## config.mk

```make
export PLATFORM = sky130hd
export DESIGN_NAME = dual_mac16
export DESIGN_NICKNAME = d
export VERILOG_FILES = /design/src/rtl/dual_mac16.sv
export SDC_FILE = /design/constraint.sdc
export NUM_CORES = 2
export LEC_CHECK = 0
export ABC_AREA = 1
export BUFFER_PORTS_ARGS = -buffer_cell sky130_fd_sc_hd__buf_2
export CORE_ASPECT_RATIO = 0.75
export CORE_MARGIN = 3
export CORE_UTILIZATION = 65
export CTS_CLUSTER_DIAMETER = 60
export DETAILED_ROUTE_END_ITERATION = 8
export PLACE_DENSITY_LB_ADDON = 0.2
export SYNTH_ARGS = -nofsm -noshare
export SYNTH_HDL_FRONTEND = slang
export SYNTH_SLANG_ARGS = --single-unit
```

## constraint.sdc

```tcl
create_clock -name clk -period 1.15 [get_ports clk]
set_input_delay 0.0575 -clock clk [delete_from_list [all_inputs] [get_ports clk]]
set_output_delay 0.0575 -clock clk [all_outputs]
set_load 0.1 [all_outputs]
```

## src/rtl/dual_mac16.sv

```systemverilog
module dual_mac16 #(
  parameter int DATA_W = 32,
  parameter int IDX_W  = 4,
  parameter logic [3:0] ALWAYS_COND = 4'hE
) (
  input  logic              clk,
  input  logic              rst_n,
  input  logic              in_valid,
  input  logic [31:0]       instr,
  input  logic              cond_pass,
  input  logic [DATA_W-1:0] src_n,
  input  logic [DATA_W-1:0] src_m,
  input  logic [DATA_W-1:0] acc_in,
  output logic [IDX_W-1:0]  idx_n,
  output logic [IDX_W-1:0]  idx_m,
  output logic [IDX_W-1:0]  idx_a,
  output logic              out_valid,
  output logic              wr_en,
  output logic [IDX_W-1:0]  wr_idx,
  output logic [DATA_W-1:0] result,
  output logic              q_flag
);
  localparam int H   = DATA_W / 2;
  localparam int MSB = DATA_W - 1;
  localparam logic [IDX_W-1:0] NO_ACC = {IDX_W{1'b1}};

  logic              executes, swap, sub_form, use_acc;
  logic [DATA_W-1:0] m_eff, p_lo, p_hi, pair_sum, pair_diff, mid, acc_sum, total;
  logic              ov_pair, ov_acc;

  assign idx_n    = instr[3:0];
  assign idx_m    = instr[11:8];
  assign idx_a    = instr[15:12];
  assign swap     = instr[5];
  assign sub_form = instr[6];
  assign executes = (instr[31:28] == ALWAYS_COND) || cond_pass;
  assign use_acc  = (idx_a != NO_ACC);

  assign m_eff = swap ? {src_m[H-1:0], src_m[DATA_W-1:H]} : src_m;

  assign p_lo = $signed({{H{src_n[H-1]}}, src_n[H-1:0]}) *
                $signed({{H{m_eff[H-1]}}, m_eff[H-1:0]});
  assign p_hi = $signed({{H{src_n[MSB]}}, src_n[DATA_W-1:H]}) *
                $signed({{H{m_eff[MSB]}}, m_eff[DATA_W-1:H]});

  assign pair_sum  = p_lo + p_hi;
  assign pair_diff = p_lo - p_hi;
  assign mid       = sub_form ? pair_diff : pair_sum;
  assign acc_sum   = mid + acc_in;
  assign total     = use_acc ? acc_sum : mid;

  assign ov_pair = !sub_form && (p_lo[MSB] == p_hi[MSB]) && (pair_sum[MSB] != p_lo[MSB]);
  assign ov_acc  = use_acc && (mid[MSB] == acc_in[MSB]) && (acc_sum[MSB] != mid[MSB]);

  always_ff @(posedge clk or negedge rst_n) begin
    if (!rst_n) begin
      out_valid <= 1'b0;
      wr_en     <= 1'b0;
      wr_idx    <= '0;
      result    <= '0;
      q_flag    <= 1'b0;
    end else begin
      out_valid <= in_valid;
      wr_en     <= in_valid && executes;
      if (in_valid) begin
        wr_idx <= instr[19:16];
        result <= total;
      end
      if (in_valid && executes && (ov_pair || ov_acc))
        q_flag <= 1'b1;
    end
  end

  assert_valid_latency_R12: assert property (@(posedge clk) disable iff (!rst_n)
    in_valid |=> out_valid);
  assert_idle_latency_R12: assert property (@(posedge clk) disable iff (!rst_n)
    !in_valid |=> !out_valid);
  assert_wr_needs_slot_R3: assert property (@(posedge clk) disable iff (!rst_n)
    wr_en |-> out_valid);
  assert_skip_keeps_q_R3: assert property (@(posedge clk) disable iff (!rst_n)
    (in_valid && !executes) |=> $stable(q_flag));
  assert_q_sticky_R11: assert property (@(posedge clk) disable iff (!rst_n)
    q_flag |=> q_flag);
  assert_dest_index_R2: assert property (@(posedge clk) disable iff (!rst_n)
    in_valid |=> (wr_idx == $past(instr[19:16])));
  assert_diff_no_q_R10: assert property (@(posedge clk) disable iff (!rst_n)
    (in_valid && sub_form && !use_acc) |=> $stable(q_flag));
endmodule

```

==> impl_metrics.json, run 1 <==
{
  "dp.cells": 5188,
  "ys_types": 59,
  "ys.flop_type": "dfrtp_1",
  "initial_core_util": 0.669,
  "grt_usage": 0.864,
  "syn_area_per_cell_um2": 7.30,
  "first-error": "[ERROR GRT-0116] Global routing finished with congestion. Check the congestion regions in the DRC Viewer.",
  "rows": 64,
  "root_buffer": "clkbuf_16",
  "syn-num-nets": 4718,
  "port_buffers": 156,
  "die_y_um": 185,
  "dpl.hpwl_um": 90200,
  "synthArstFlopShare": 1.00,
  "cts_made_buffers": 5,
  "ys_seq_area_frac": 0.0351,
  "grt_max_degree": 44,
  "synth_area_um2": 27800,
  "stop_stage": "5_1_grt",
  "htree_levels": 2,
  "clock-sinks": 39,
  "synth_edf_count": 0,
  "cts_buffer_depth": 2,
  "grt_pass1_vias": 46159,
  "yosysWarnings": 0,
  "io_pins": 183,
  "gp_congestion": 1.04,
  "synth_seq_cells": 39,
  "grt_first_pass_wirelength_um": 296000,
  "synth_cells": 3802,
  "overflow": 393,
  "status": "did not finish",
  "dieWidth_um": 245
}
cell usage after synthesis (3+ instances only):
| master | count | area (µm²) |
|---|---|---|
| nor2_2 | 3 | 18.8 |
| nand2_1 | 800 | 3000 |
| nand3_1 | 93 | 465 |
| nand3b_1 | 6 | 45.0 |
| a31o_2 | 3 | 26.3 |
| buf_4 | 15 | 113 |
| nor3_1 | 23 | 115 |
| or2_2 | 14 | 87.6 |
| a21boi_0 | 3 | 22.5 |
| o21a_1 | 6 | 45.0 |
| nand4_1 | 20 | 125 |
| o21ai_1 | 29 | 145 |
| buf_1 | 14 | 52.6 |
| xor2_1 | 54 | 473 |
| mux2i_1 | 4 | 40.0 |
| fa_1 | 527 | 10600 |
| buf_2 | 15 | 75.1 |
| o21ai_0 | 87 | 435 |
| xnor2_1 | 24 | 210 |
| o21bai_1 | 18 | 135 |
| nor4_1 | 4 | 25.0 |
| nand3_2 | 9 | 90.1 |
| clkinv_1 | 17 | 63.8 |
| inv_2 | 12 | 45.0 |
| a21o_1 | 21 | 158 |
| o21ai_2 | 11 | 96.3 |
| ha_1 | 257 | 3220 |
| xor2_2 | 4 | 65.1 |
| inv_1 | 909 | 3410 |
| a211oi_1 | 3 | 22.5 |
| clkbuf_1 | 53 | 199 |
| a31oi_1 | 12 | 75.1 |
| o211ai_1 | 10 | 75.1 |
| and2_1 | 5 | 31.3 |
| dfrtp_1 | 39 | 976 |
| nand2_2 | 10 | 62.6 |
| a221oi_1 | 4 | 35.0 |
| nor2_1 | 435 | 1630 |
| a21oi_2 | 14 | 123 |
| a21oi_1 | 190 | 951 |
repair_timing:
action                                 CTS
setup endpoints to repair               33
pin swaps                              255
gates resized for setup                509
setup buffers                          130
endpoints found under the hold margin   43
cloned                                   5
hold buffers                             5
layer usage:
metal | GRT usage | overflow
met5 | 0.587 | 5
met4 | 0.897 | 123
met3 | 0.782 | 17
met2 | 0.989 | 230
met1 | 0.823 | 18
stage by stage:
step | utilization | worst slack [ps] | instance area, µm²
2_1_floorplan | - | -6810 | 29100
3_3_place_gp | 0.878 | -7870 | 36400
3_5_place_dp | 0.878 | -8070 | 36400
4_1_cts | 0.966 | -7240 | 40100
cells by family after synthesis:
group,after synthesis,share of synthesized area
flip-flops,39,0.0351
adder cells (fa/ha/maj),784,0.496
multiplexers,4,0.00144
XOR/XNOR,82,0.0269
buffers and inverters,1037,0.143
AO/OA/AOI/OAI,424,0.0889
AND/OR/NAND/NOR,1432,0.209
==> run 2: changes to the inputs <==
--- a/config.mk
+++ b/config.mk
@@ -7,12 +7,10 @@
 export LEC_CHECK = 0
 export ABC_AREA = 1
 export BUFFER_PORTS_ARGS = -buffer_cell sky130_fd_sc_hd__buf_2
-export CORE_ASPECT_RATIO = 0.75
 export CORE_MARGIN = 3
-export CORE_UTILIZATION = 65
-export CTS_CLUSTER_DIAMETER = 60
+export CORE_UTILIZATION = 40
 export DETAILED_ROUTE_END_ITERATION = 8
-export PLACE_DENSITY_LB_ADDON = 0.2
+export PLACE_DENSITY_LB_ADDON = 0.15
 export SYNTH_ARGS = -nofsm -noshare
 export SYNTH_HDL_FRONTEND = slang
 export SYNTH_SLANG_ARGS = --single-unit
==> run 2 against run 1 <==
Net effect: the flow now finishes, with violations (negative setup slack); area after synthesis unchanged; synthesized cell count is the same.
==> impl_metrics.json, run 2 <==
{
  "dieWidth_um": 269,
  "grt_pass1_vias": 28668,
  "critPathLaunchType": "primary input",
  "fin_ws_ps": -7200,
  "drive_gt1_frac": 0.403,
  "r2r_slack_ps": 430,
  "core-area_um2": 68000,
  "hold_violations": 0,
  "tritoncts": "built",
  "crit_required_ps": 1350,
  "synth_cells": 3802,
  "finalNonFillerCells": 5733,
  "post-route-min-period_ps": 8350,
  "grt_first_pass_wirelength_um": 152000,
  "gp_congestion": 0.942,
  "finalInstanceArea_um2": 42600,
  "largest_reg_flops": 32,
  "nets": 5727,
  "hold_start": "in_valid",
  "ys.flop_type": "dfrtp_1",
  "drt-total-wl_um": 97800,
  "area_delta_synth_final_pct": 53.5,
  "worst_clock_skew_ps": 0,
  "synth_seq_cells": 39,
  "wl_per_cell_um": 17.1,
  "port_buffers": 156,
  "vias_per_cell": 4.89,
  "max-cap-violations": 0,
  "met3_length_um": 4990,
  "overflow": 0,
  "antenna_cells": 0,
  "antenna_found_initial": 0,
  "largestRegisters": "result x32, wr_idx x4",
  "rsz0062_at_grt": "true",
  "reg2reg_from": "result[29]",
  "final_common_cell": "inv_1",
  "routed.top_layer": "met4",
  "min_path_cells": 2,
  "finalSetupViolCount": 33,
  "clock-sinks": 39,
  "htree_levels": 2,
  "tns_ps": -189980,
  "period_share": 7.26,
  "die_y_um": 269,
  "postRouteAntennaNets": 0,
  "syn_area_per_cell_um2": 7.30,
  "wl_met1_um": 42900,
  "cts_buffer_depth": 2,
  "num-fill-cells": 5952,
  "synth_area_um2": 27800,
  "dr.pass1.iters": 6,
  "synth_edf_count": 0,
  "cp_slowest_cell": "fa_1",
  "wl_met2_um": 47500,
  "grt_usage": 0.260,
  "syn-num-nets": 4718,
  "setup.worst_path.end_class": "flip-flop",
  "clkTransAtPathRegs_ps": 70,
  "synth_most_common_cell": "inv_1",
  "hp-class": "primary input to flip-flop",
  "top_register": "result",
  "clock_latency_ps": 300,
  "vias": 28033,
  "fmax_mhz": 120,
  "grt_max_degree": 40,
  "synth_top_cell_by_area": "fa_1",
  "synthTopCellsByArea": "fa_1 (38%), inv_1 (12%), ha_1 (12%)",
  "rows": 95,
  "critPathMaxStageDelay_ps": 540,
  "cp_max_fo": 6,
  "yosysWarnings": 0,
  "maxSlewViolCount": 0,
  "violations": "negative setup slack",
  "ys_types": 59,
  "dpl.hpwl_um": 81900,
  "drt_iter0_markers": 1693,
  "root_buffer": "clkbuf_16",
  "worst-r2r-cell-count": 2,
  "dieArea_um2": 72600,
  "synthTopCellsByCount": "inv_1 (909), nand2_1 (800), fa_1 (527)",
  "tightest_slew_ps": 550,
  "initial_core_util": 0.408,
  "cts_made_buffers": 5,
  "placed_area_um2": 37200,
  "arrival_ps": 8550,
  "r2r-end": "result[29]",
  "crit_type": "primary input to flip-flop",
  "dp.cells": 5586,
  "holdWs_ps": 114,
  "status": "finished, violations left",
  "relSlewSlack": 0.630,
  "ys_seq_area_frac": 0.0351,
  "final_cell_mix": "inv_1 (824), buf_4 (820), nand2_1 (649)",
  "holdPathEnd": "out_valid",
  "synth_top_area_frac": 0.380,
  "io_pins": 183,
  "drcViolationCount": 0,
  "synthArstFlopShare": 1.00
}
## run 2: cell counts after synthesis
No cell type changed its count.
## run 2: cell families after synthesis
family	share of synthesized area
simple gates	0.209
buf+inv	0.143
mux	0.00144
compound gates	0.0889
flops	0.0351
xor+xnor	0.0269
fa+ha+maj	0.496
## run 2: timing repair
action                                 in CTS  in global routing
pin swaps                                 145                305
hold buffers                                5                  0
resized for setup                         315                609
buffers inserted                           54                 81
endpoints found under the hold margin      43                  0
gates cloned                                5                  3
setup endpoints to repair                  33                 37
## run 2: how the worst max path moves through the flow
stage,from,endpoint,cells past startpoint
global placement,instr[5],result[29],49
finish,instr[5],result[31],55
floorplan,instr[5],result[31],53
CTS,instr[5],result[29],47
global route,instr[5],result[29],46
detailed placement,instr[5],result[29],47
## run 2: per-stage QoR
stage	worst slack, ps	util
floorplan	-6810	-
CTS	-7120	0.579
detailed placement	-8000	0.546
finish	-7200	0.627
global route	-7620	0.627
global placement	-8050	0.546
## run 2: critical path, delay by kind of cell
kind / cells / cell delay [ps]
adders and majority gates: 9 / 3370
buffers and inverters: 19 / 1700
and+or+nand+nor: 15 / 1570
AOI/OAI and AO/OA: 10 / 1520
xor gates and xnor gates: 2 / 320
## run 2: cell type report
cell class	count	area, µm²	area share
clock buffers	5	125	0.00293
clock inverters	3	43.8	0.00103
inverters	938	3610	0.0847
multi-input cells	2727	27600	0.647
flip-flops and latches	39	976	0.0229
well taps	921	1150	0.0270
repair buffers	1100	9150	0.215
## run 2: metal layers
layer | vias to the layer above | track usage
met3 | 134 | 0.0210
met5 | - | 0
met1 | 13798 | 0.358
met4 | 0 | 0.0531
li1 | 13345 | -
met2 | 756 | 0.450
Power of run 2 is left out: the tool's default activity adds up to more than one toggle a clock period on the data nets, which glitch-free logic cannot reach.
